<file path="config.mk">
export PLATFORM = sky130hd
export DESIGN_NAME = dma_result_irq_hub
export DESIGN_NICKNAME = d
export VERILOG_FILES = /design/src/rtl/dma_rpt_pkg.sv /design/src/rtl/dma_rpt_decode.sv /design/src/rtl/dma_rpt_queue.sv /design/src/rtl/dma_rpt_chan.sv /design/src/rtl/dma_result_irq_hub.sv
export SDC_FILE = /design/constraint.sdc
export NUM_CORES = 1
export LEC_CHECK = 0
export ABC_AREA = 1
export BUFFER_PORTS_ARGS = -buffer_cell sky130_fd_sc_hd__buf_2
export CAP_MARGIN = 20
export CORE_ASPECT_RATIO = 1.1
export CORE_MARGIN = 8
export CORE_UTILIZATION = 58
export CTS_CLUSTER_SIZE = 10
export DETAILED_ROUTE_END_ITERATION = 10
export GPL_TIMING_DRIVEN = 0
export PLACE_DENSITY = 0.81
export SKIP_CTS_REPAIR_TIMING = 1
export SLEW_MARGIN = 20
export SYNTH_ARGS = -nofsm -noshare
export SYNTH_HDL_FRONTEND = slang
export SYNTH_SLANG_ARGS = --single-unit
</file>
<file path="constraint.sdc">
create_clock -name clk -period 3.1 [get_ports clk]
set_clock_uncertainty 0.05 [all_clocks]
set_input_delay 0.62 -clock clk [delete_from_list [all_inputs] [get_ports clk]]
set_output_delay 0.62 -clock clk [all_outputs]
set_load 0.02 [all_outputs]
</file>
<file path="src/rtl/dma_rpt_pkg.sv">
// Package: shared types and the fixed register layout of the result hub.
// Assumes 4-byte channel spacing inside 64-byte banks, so at most 16 channels.
package dma_rpt_pkg;

    typedef enum logic [2:0] {
        SEL_NONE,
        SEL_RSLT,
        SEL_FLUSH,
        SEL_STAT,
        SEL_CONF,
        SEL_IRQW
    } sel_e;

    typedef struct packed {
        logic err;
        logic flushed;
    } rslt_t;

    // Bank numbers are byte offset / 64
    localparam int BANK_RSLT  = 1;    // 0x040
    localparam int BANK_FLUSH = 2;    // 0x080
    localparam int BANK_STAT  = 8;    // 0x200
    localparam int BANK_CONF  = 12;   // 0x300
    localparam int IRQW_ADDR  = 'h380;

    // Bit positions
    localparam int RB_VALID   = 31;
    localparam int RB_ERR     = 3;
    localparam int RB_FLUSHED = 2;
    localparam int RB_DONE    = 1;
    localparam int SB_PRESENT = 1;
    localparam int SB_LOST    = 3;
    localparam int CB_IRQ_EN  = 0;
    localparam int CB_FL_EN   = 1;
    localparam int FB_GRACE   = 31;

endpackage

</file>
<file path="src/rtl/dma_rpt_decode.sv">
// Module: address decoder. Turns a byte address into a register kind and a
// channel slot. Assumes ADDR_W >= 12 and NUM_CH <= 16; anything unmapped
// decodes to SEL_NONE.
module dma_rpt_decode
    import dma_rpt_pkg::*;
#(
    parameter int ADDR_W = 12,
    parameter int NUM_CH = 16
) (
    input  logic [ADDR_W-1:0] addr,
    output sel_e              sel,
    output logic [3:0]        idx
);
    localparam int BANK_W = ADDR_W - 6;

    logic [BANK_W-1:0] bank;
    logic              aligned;
    logic              slot_ok;

    assign bank    = addr[ADDR_W-1:6];
    assign idx     = addr[5:2];
    assign aligned = (addr[1:0] == 2'b00);
    assign slot_ok = ({28'd0, idx} < 32'(NUM_CH));

    // Purpose: classify the access by bank, alignment and slot range
    always_comb begin
        sel = SEL_NONE;
        if (addr == ADDR_W'(IRQW_ADDR))
            sel = SEL_IRQW;
        else if (aligned && slot_ok) begin
            if (bank == BANK_W'(BANK_RSLT))       sel = SEL_RSLT;
            else if (bank == BANK_W'(BANK_FLUSH)) sel = SEL_FLUSH;
            else if (bank == BANK_W'(BANK_STAT))  sel = SEL_STAT;
            else if (bank == BANK_W'(BANK_CONF))  sel = SEL_CONF;
        end
    end
endmodule

</file>
<file path="src/rtl/dma_rpt_queue.sv">
// Module: small in-order result queue for one channel. Assumes DEPTH >= 2.
// A push into a full queue is dropped and flagged unless a pop happens in
// the same cycle.
module dma_rpt_queue
    import dma_rpt_pkg::*;
#(
    parameter int DEPTH = 2
) (
    input  logic  clk,
    input  logic  rst_n,
    input  logic  push,
    input  rslt_t push_data,
    input  logic  pop,
    output rslt_t head,
    output logic  present,
    output logic  overflow
);
    localparam int PTR_W = $clog2(DEPTH);
    localparam int CNT_W = $clog2(DEPTH + 1);

    rslt_t            mem [DEPTH];
    logic [PTR_W-1:0] rd_ptr, wr_ptr;
    logic [CNT_W-1:0] count;
    logic             full, push_ok, pop_ok;

    function automatic logic [PTR_W-1:0] nxt(input logic [PTR_W-1:0] p);
        return (p == PTR_W'(DEPTH - 1)) ? '0 : p + 1'b1;
    endfunction

    assign present  = (count != '0);
    assign full     = (count == CNT_W'(DEPTH));
    assign pop_ok   = pop && present;
    assign push_ok  = push && (!full || pop_ok);
    assign overflow = push && !push_ok;
    assign head     = mem[rd_ptr];

    // Purpose: store pushed entries and advance pointers and fill count
    always_ff @(posedge clk) begin
        if (!rst_n) begin
            rd_ptr <= '0;
            wr_ptr <= '0;
            count  <= '0;
            for (int k = 0; k < DEPTH; k++) mem[k] <= '0;
        end else begin
            if (push_ok) begin
                mem[wr_ptr] <= push_data;
                wr_ptr      <= nxt(wr_ptr);
            end
            if (pop_ok) rd_ptr <= nxt(rd_ptr);
            unique case ({push_ok, pop_ok})
                2'b10:   count <= count + 1'b1;
                2'b01:   count <= count - 1'b1;
                default: count <= count;
            endcase
        end
    end
endmodule

</file>
<file path="src/rtl/dma_rpt_chan.sv">
// Module: one channel slice. Holds the result queue, the configuration bits,
// the sticky lost flag and the flush request register, and forms the
// channel's read words and interrupt bit. Assumes hit is already qualified
// with the bus strobe and this channel's slot.
module dma_rpt_chan
    import dma_rpt_pkg::*;
#(
    parameter int DEPTH = 2
) (
    input  logic        clk,
    input  logic        rst_n,
    input  logic        hit,
    input  logic        we,
    input  sel_e        sel,
    input  logic        wd_grace,
    input  logic        wd_lost_clr,
    input  logic [1:0]  wd_conf,
    input  logic        res_valid,
    input  logic        res_err,
    input  logic        res_flushed,
    output logic [31:0] rslt_word,
    output logic [31:0] stat_word,
    output logic [31:0] conf_word,
    output logic        irq_pend,
    output logic        present,
    output logic        irq_en,
    output logic        lost,
    output logic        flush_req,
    output logic        flush_graceful
);
    rslt_t head;
    logic  overflow, flush_en;
    logic  pop, wr_flush, wr_conf, wr_stat;

    assign pop      = hit && !we && (sel == SEL_RSLT);
    assign wr_flush = hit &&  we && (sel == SEL_FLUSH);
    assign wr_conf  = hit &&  we && (sel == SEL_CONF);
    assign wr_stat  = hit &&  we && (sel == SEL_STAT);

    dma_rpt_queue #(.DEPTH(DEPTH)) u_queue (
        .clk       (clk),
        .rst_n     (rst_n),
        .push      (res_valid),
        .push_data ('{err: res_err, flushed: res_flushed}),
        .pop       (pop),
        .head      (head),
        .present   (present),
        .overflow  (overflow)
    );

    // Purpose: configuration bits written by software
    always_ff @(posedge clk) begin
        if (!rst_n) begin
            irq_en   <= 1'b0;
            flush_en <= 1'b0;
        end else if (wr_conf) begin
            irq_en   <= wd_conf[CB_IRQ_EN];
            flush_en <= wd_conf[CB_FL_EN];
        end
    end

    // Purpose: sticky lost flag, set by overflow, cleared by write-one
    always_ff @(posedge clk) begin
        if (!rst_n)                      lost <= 1'b0;
        else if (overflow)               lost <= 1'b1;
        else if (wr_stat && wd_lost_clr) lost <= 1'b0;
    end

    // Purpose: one-cycle flush request with its kind
    always_ff @(posedge clk) begin
        if (!rst_n) begin
            flush_req      <= 1'b0;
            flush_graceful <= 1'b0;
        end else begin
            flush_req      <= wr_flush;
            flush_graceful <= wr_flush && wd_grace;
        end
    end

    // Purpose: assemble the readable words of this channel
    always_comb begin
        rslt_word = '0;
        if (present) begin
            rslt_word[RB_VALID]   = 1'b1;
            rslt_word[RB_ERR]     = head.err;
            rslt_word[RB_FLUSHED] = head.flushed;
            rslt_word[RB_DONE]    = !head.err && !head.flushed;
        end
        stat_word             = '0;
        stat_word[SB_PRESENT] = present;
        stat_word[SB_LOST]    = lost;
        conf_word             = '0;
        conf_word[CB_IRQ_EN]  = irq_en;
        conf_word[CB_FL_EN]   = flush_en;
    end

    assign irq_pend = present && irq_en && (!head.flushed || flush_en);
endmodule

</file>
<file path="src/rtl/dma_result_irq_hub.sv">
// Module: top of the result hub. Decodes register accesses, instantiates one
// slice per channel, muxes read data and combines the interrupt bits.
// Assumes one access per cycle with read data consumed in the same cycle.
module dma_result_irq_hub
    import dma_rpt_pkg::*;
#(
    parameter int NUM_CH = 16,
    parameter int ADDR_W = 12,
    parameter int DEPTH  = 2
) (
    input  logic              clk,
    input  logic              rst_n,
    input  logic              bus_req,
    input  logic              bus_we,
    input  logic [ADDR_W-1:0] bus_addr,
    input  logic [31:0]       bus_wdata,
    output logic [31:0]       bus_rdata,
    input  logic [NUM_CH-1:0] res_valid,
    input  logic [NUM_CH-1:0] res_err,
    input  logic [NUM_CH-1:0] res_flushed,
    output logic [NUM_CH-1:0] flush_req,
    output logic [NUM_CH-1:0] flush_graceful,
    output logic              irq
);
    sel_e              sel;
    logic [3:0]        idx;
    logic [31:0]       rslt_w [NUM_CH];
    logic [31:0]       stat_w [NUM_CH];
    logic [31:0]       conf_w [NUM_CH];
    logic [NUM_CH-1:0] irq_vec;
    logic [NUM_CH-1:0] ch_present;
    logic [NUM_CH-1:0] ch_irq_en;
    logic [NUM_CH-1:0] ch_lost;

    dma_rpt_decode #(.ADDR_W(ADDR_W), .NUM_CH(NUM_CH)) u_decode (
        .addr (bus_addr),
        .sel  (sel),
        .idx  (idx)
    );

    for (genvar i = 0; i < NUM_CH; i++) begin : g_ch
        dma_rpt_chan #(.DEPTH(DEPTH)) u_chan (
            .clk            (clk),
            .rst_n          (rst_n),
            .hit            (bus_req && (idx == 4'(i))),
            .we             (bus_we),
            .sel            (sel),
            .wd_grace       (bus_wdata[FB_GRACE]),
            .wd_lost_clr    (bus_wdata[SB_LOST]),
            .wd_conf        (bus_wdata[1:0]),
            .res_valid      (res_valid[i]),
            .res_err        (res_err[i]),
            .res_flushed    (res_flushed[i]),
            .rslt_word      (rslt_w[i]),
            .stat_word      (stat_w[i]),
            .conf_word      (conf_w[i]),
            .irq_pend       (irq_vec[i]),
            .present        (ch_present[i]),
            .irq_en         (ch_irq_en[i]),
            .lost           (ch_lost[i]),
            .flush_req      (flush_req[i]),
            .flush_graceful (flush_graceful[i])
        );
    end

    // Purpose: select read data by register kind and channel slot
    always_comb begin
        bus_rdata = '0;
        unique case (sel)
            SEL_RSLT: bus_rdata = rslt_w[idx];
            SEL_STAT: bus_rdata = stat_w[idx];
            SEL_CONF: bus_rdata = conf_w[idx];
            SEL_IRQW: bus_rdata = 32'(irq_vec);
            default:  bus_rdata = '0;
        endcase
    end

    assign irq = |irq_vec;
endmodule

</file>
==> results.yml, run 1 <==
global_routing:
  grt_pass1_vias: 10048
  grt-busiest-layer: "met2"
  antenna_found_initial: 0
  gr-usage-all-layers: 0.2747
  grt_util_met3: 0.05392
  grt_pass1_wl_mm: 52.41
  grt_overflow_total: 0
  grt_max_degree: 13
  met2_usage: 0.4436
  grtUsageMet1: 0.3504
synthesis:
  synth.distinct_cells: 40
  synth_commonest_cells: "nand2_1, nor2_1, inv_1, dfxtp_1, o21ai_0"
  synth_warnings: 0
  synthArstFlopShare: 0
  ys.flop_type: "dfxtp_1"
  ys_seq_area_frac: 0.4521
  synth_top_area_cell: "dfxtp_1"
  syn_inst: 1530
  yosys.area.top_type_share: 0.2826
  netlist_area_mm2: 0.01134
  synth_most_common_cell: "nand2_1"
  synth-seq-cells: 224
  synth.area.top_cells: "dfxtp_1, edfxtp_1, nand2_1"
  synth_edf_count: 64
  syn_avg_cell_area_um2: 7.409
layout:
  regArea_mm2: 0.005125
  final_layout_size_suffix_gt1_frac: 0.1629
  multi_input_area_mm2: 0.004931
  antenna_cells: 0
  final_area_mm2: 0.01310
  syn2layout_area_growth_pct: 15.57
  fillCellCount: 1640
  layout.nets: 1802
critical_path:
  slowest_delay_ps: 380
  path_class: "in2out"
  endpoint_kind: "output pin"
  crit_family: "simple AND/OR/NAND/NOR gates"
  required_ps: 2430
  crit_chain: "buf_2 -> nor2_4 -> nand4_1 -> inv_1 -> nand3_1 -> clkbuf_1 -> nor2_1 -> nor2_1 -> nand2_1 -> buf_2"
  worst-path-buf-inv: 4
  crit_arrival_ps: 2460
  reg2regPathDepth: 10
  cpMaxStageDelayCell: "clkbuf_1"
  worst-path-stages: 10
  worst-path-max-fanout: 10
  start_kind: "input port"
timing:
  timing.hold.ws_ps: 347.5
  finalSetupViolCount: 1
  tightest_slew_ps: 955.8
  relSlewSlack: 0.3628
  period_share: 1.008
  min_period_ps: 3126
  finalMaxSlewViolations: 0
  fin_setup_tns_ps: -25.85
  setup_ws_ps: -25.85
  final-hold-violation-count: 0
  fmax_mhz: 319.9
floorplanning:
  die_w_um: 149.3
  die_y_um: 162.6
  die_area_mm2: 0.02428
  rows: 53
  start_util: 0.5915
  io_pins: 161
  coreArea_mm2: 0.01916
clock_tree:
  cts_num_sinks: 224
  cts_buffer_depth: 3
  htreeDepth: 1
  cts_tree: "done"
  cts_buffers: 26
  clk-insertion-delay-late_ps: 520
  cts-root-buf: "clkbuf_16"
  clk_pin_slew_ps: 60
detailed_routing:
  routedWlPerCell_um: 17.50
  drt_iter0_drc: 1206
  drc: 0
  wl_mm: 34.20
  vias: 10832
  ant_nets: 0
  viasPerCell: 5.544
  firstDrtPassIters: 7
pwr:
  power.density_mw_per_mm2: 519.8
  p_leak_nw: 6.093
  ir_worst_vdd_mv: 0.4790
  p_total_mw: 6.811
placed_design:
  gp_congestion: 0.9669
  io_buffers: 115
  postPlaceCellArea_mm2: 0.01227
  dp_hpwl_mm: 26.00
outcome:
  status: "finished, violations left"
  violations: "negative setup slack"
worst_hold_path:
  hold_depth: 3
  min_path_type: "in2reg"
flow_run:
  max_cap_viol_count: 0
==> layout by cell type (no fill, tap or decap), types with 7 or more instances in the layout <==
cell type | netlist | routed
nand2_1 | 289 | 285
nand3_1 | 47 | 47
nand4_2 | 11 | 11
nor2_2 | 10 | 13
clkbuf_1 | 27 | 41
nor2_1 | 259 | 255
inv_2 | 7 | 7
o22ai_1 | 16 | 16
dfxtp_1 | 160 | 160
buf_2 | 13 | 124
xor2_1 | 15 | 15
inv_1 | 208 | 208
conb_1 | 1 | 15
ha_1 | 16 | 16
nand4_1 | 57 | 57
clkbuf_16 | 0 | 27
o211ai_1 | 15 | 15
o21ai_0 | 114 | 111
nand2_2 | 12 | 16
a21oi_1 | 83 | 83
nor3_1 | 26 | 26
buf_4 | 47 | 50
o21ai_1 | 4 | 7
edfxtp_1 | 64 | 64
==> state kept, by name, summed over array words and instances, names as in the netlist, named ones only <==
signal / cells
g_ch.u_chan.u_queue.mem: 64
g_ch.u_chan.u_queue.count: 32
g_ch.u_chan.flush_en: 16
g_ch.u_chan.flush_graceful: 16
g_ch.u_chan.flush_req: 16
g_ch.u_chan.irq_en: 16
g_ch.u_chan.lost: 16
g_ch.u_chan.u_queue.rd_ptr: 16
g_ch.u_chan.u_queue.wr_ptr: 16
==> worst min-delay path, cell delays in order <==
cell	delay (ps)
buf_2	120
nand4_1	80
a21oi_1	60
==> cell type report <==
class,count,share of cell area
buffer,91,0.04259
clock buffer,45,0.05826
inverter,217,0.06236
multi-input combinational,1012,0.3764
sequential,224,0.3912
tap,247,0.02359
timing repair buffer,118,0.04565
==> cell families after synthesis <==
kind of cell,synth area share
adder cells (fa/ha/maj),0.01766
AO/OA/AOI/OAI,0.1084
flip-flops,0.4521
XOR/XNOR,0.01159
other,0.0003308
buffers and inverters,0.1198
AND/OR/NAND/NOR,0.2902
==> power breakdown <==
group	switching [mW]	total, mW	internal, mW
clock	1.16	2.81	1.65
combinational	0.564	0.789	0.225
sequential	0.0683	3.21	3.14
total	1.80	6.81	5.01
==> layer usage <==
layer / share of wire / vias up / routed length, µm
met5: 0 / - / 0
met4: 0.043 / 0 / 1480
met3: 0.11 / 111 / 3769
met2: 0.45 / 574 / 15260
met1: 0.40 / 4928 / 13690
li1: - / 5219 / -
==> final timing paths <==
kind	startpoint	slack (ps)	to
worst max-delay path	bus_addr[11]	-30	bus_rdata[1]
worst min register to register	g_ch[9].u_chan.flush_en	420	g_ch[9].u_chan.flush_en
worst min-delay path	res_valid[9]	350	g_ch[9].u_chan.lost
worst max register to register	g_ch[6].u_chan.u_queue.count[0]	900	g_ch[6].u_chan.u_queue.count[1]
==> per-stage QoR <==
step           setup WS [ps]  utilization  instances
2_1_floorplan          454.3            -       1544
3_3_place_gp          -80.54       0.6404       1906
3_5_place_dp          -56.53       0.6404       1906
4_1_cts               -62.94       0.6802       1951
5_1_grt               -25.74       0.6836       1954
6_report              -25.85       0.6836       1954
Power figures use the tool's default switching activity.
==> run 2: changes to the inputs <==
CORE_UTILIZATION = 65   (was 58)
PLACE_DENSITY = 0.83   (was 0.81)
SYNTH_HIERARCHICAL = 1   (was unset)
==> results.yml, run 2 <==
outcome:
  status: "finished, violations left"
  violations: "negative setup slack"
worst_hold_path:
  min_path_type: "in2reg"
  hp-start: "res_flushed[0]"
  hold_depth: 3
floorplanning:
  coreArea_mm2: 0.06062
  die_w_um: 251.2
  start_util: 0.6522
  io_pins: 161
  die_area_mm2: 0.06899
  rows: 95
  die_y_um: 274.7
synthesis:
  ys.flop_type: "dfxtp_1"
  synth_top_area_cell: "nand2_1"
  synth_edf_count: 64
  syn_avg_cell_area_um2: 5.541
  ys_seq_area_frac: 0.1296
  synth_most_common_cell: "nand2_1"
  syn_inst: 7136
  synth-seq-cells: 224
  synthArstFlopShare: 0
  netlist_area_mm2: 0.03954
  yosys.area.top_type_share: 0.3436
  synth_warnings: 6
  synth_commonest_cells: "nand2_1, buf_4, nor2_1, inv_1, nand3_1"
  synth.area.top_cells: "nand2_1, buf_4, dfxtp_1"
  synth.distinct_cells: 34
layout:
  final_area_mm2: 0.04871
  regMostFlops: "g_ch.u_chan/u_queue/mem"
  stdcell_count: 9510
  largestRegisters: "g_ch.u_chan/u_queue/mem (64), g_ch.u_chan/u_queue/count (32)"
  final_layout_size_suffix_gt1_frac: 0.2620
  mostFrequentLayoutCell: "nand2_1"
  largest_reg_flops: 64
  regArea_mm2: 0.005139
  layout_common_cells: "nand2_1, buf_4, conb_1"
  antenna_cells: 0
  layout.nets: 8827
  fillCellCount: 4783
  multi_input_area_mm2: 0.02638
  syn2layout_area_growth_pct: 23.20
pwr:
  ir_worst_vdd_mv: 0.5141
  p_leak_nw: 33.68
  switching_share: 0.3671
  comb_power_share: 0.443
  power.internal_mw: 6.992
  p_seq_frac: 0.294
  p_sw_mw: 4.055
  power.density_mw_per_mm2: 226.8
  clkPwrFrac: 0.263
critical_path:
  endpoint_kind: "flop"
  required_ps: 3540
  rr_startpoint: "g_ch[14].u_chan/u_queue/count[0]"
  cpMaxStageDelayCell: "nor4b_4"
  path_class: "in2reg"
  crit_path_start: "bus_addr[4]"
  worst-path-max-fanout: 28
  crit_chain: "buf_8 -> nor2_4 -> nand2_4 -> nor2_4 -> nand2_4 -> nand2_4 -> nor2_4 -> buf_4 -> buf_12 -> buf_12 -> nor4b_4 -> nand3b_4 -> nand2_1 -> ha_1 -> inv_1 -> nand2_1 -> nor2_1 -> nor2_1 -> nor2_1"
  slowest_delay_ps: 360
  reg2regPathDepth: 10
  crit_arrival_ps: 3740
  start_kind: "input port"
detailed_routing:
  drc: 0
  viasPerCell: 4.473
  vias: 42539
  wl_mm: 127.8
  drt_iter0_drc: 3277
  firstDrtPassIters: 6
  ant_nets: 0
  routedWlPerCell_um: 13.44
clock_tree:
  cts_tree: "done"
  htreeDepth: 1
  clk-insertion-delay-late_ps: 570
  cts_buffers: 27
  cts_buffer_depth: 3
  cts-root-buf: "clkbuf_16"
  cts_num_sinks: 224
  clk_pin_slew_ps: 60
timing:
  period_share: 1.063
  setup_ws_ps: -196.1
  timing.hold.ws_ps: 322.0
  final-hold-violation-count: 0
  relSlewSlack: 0.01572
  rsz0062_at_grt: "yes"
  fmax_mhz: 303.4
  finalSetupViolCount: 10
  tightest_slew_ps: 1476
  finalMaxSlewViolations: 0
  min_period_ps: 3296
global_routing:
  grt_overflow_total: 0
  grt_pass1_wl_mm: 186.8
  grt_max_degree: 106
  gr-usage-all-layers: 0.3373
  antenna_found_initial: 0
  grt_pass1_vias: 37343
flow_run:
  max_cap_viol_count: 0
placed_design:
  dp_hpwl_mm: 94.63
  dp.cells: 9425
  gp_congestion: 1.006
  pre_cts_slack_ps: -1598
  postPlaceCellArea_mm2: 0.04649
  io_buffers: 117
## run 2: worst max-delay path, delay by kind of cell
| kind | cells | cell delay, ps |
|---|---|---|
| buffers and inverters | 5 | 800 |
| adder cells (fa/ha/maj) | 1 | 310 |
| AND/OR/NAND/NOR | 13 | 1960 |
## run 2: logic make-up after synthesis
group,share of synthesized area
other,0.001519
muxes,0.009114
buffers and inverters,0.3513
AOI/OAI and AO/OA,0.03832
adders and majority gates,0.005063
and+or+nand+nor,0.4651
DFF,0.1296
## run 2: path summary, 6_finish.rpt
kind,slack (ps),end
worst max register to register,1230,g_ch[14].u_chan/u_queue/count[1]
worst min-delay path,320,g_ch[0].u_chan/u_queue/mem[1][0]
worst min register to register,420,g_ch[0].u_chan/lost
worst max-delay path,-200,g_ch[14].u_chan/u_queue/count[1]
## run 2: per-stage QoR
stage	total power, mW	setup TNS (ps)	utilization
5_1_grt	11.67	-1972	0.8036
3_5_place_dp	7.548	-266190	0.7670
2_1_floorplan	6.869	-8346	-
4_1_cts	10.42	-110720	0.7798
6_report	11.05	-718.6	0.8036
3_3_place_gp	7.495	-305730	0.7652
## run 2: area by class of cell
type                       instances  area share
buffer                          1763      0.2651
inverter                         358     0.02974
timing repair buffer             163     0.02214
tap                              776     0.01993
multi-input combinational       6178      0.5415
clock buffer                      45     0.01526
clock inverter                     3   0.0007706
sequential                       224      0.1055
## run 2: power groups by stage
stage	Clock [mW]	Combinational, mW	Sequential [mW]
after detailed placement	0	4.25	3.30
after global routing	3.04	5.37	3.26
after global placement	0	4.21	3.29
final	2.90	4.89	3.25
after CTS	2.91	4.27	3.24
after floorplan	0	3.59	3.27
## run 2: layer usage
metal,GRT usage,vias up,share of wire
li1,-,21995,-
met1,0.3782,18410,0.37
met2,0.6081,1621,0.47
met3,0.02824,513,0.070
met4,0.2251,0,0.085
met5,0,-,0
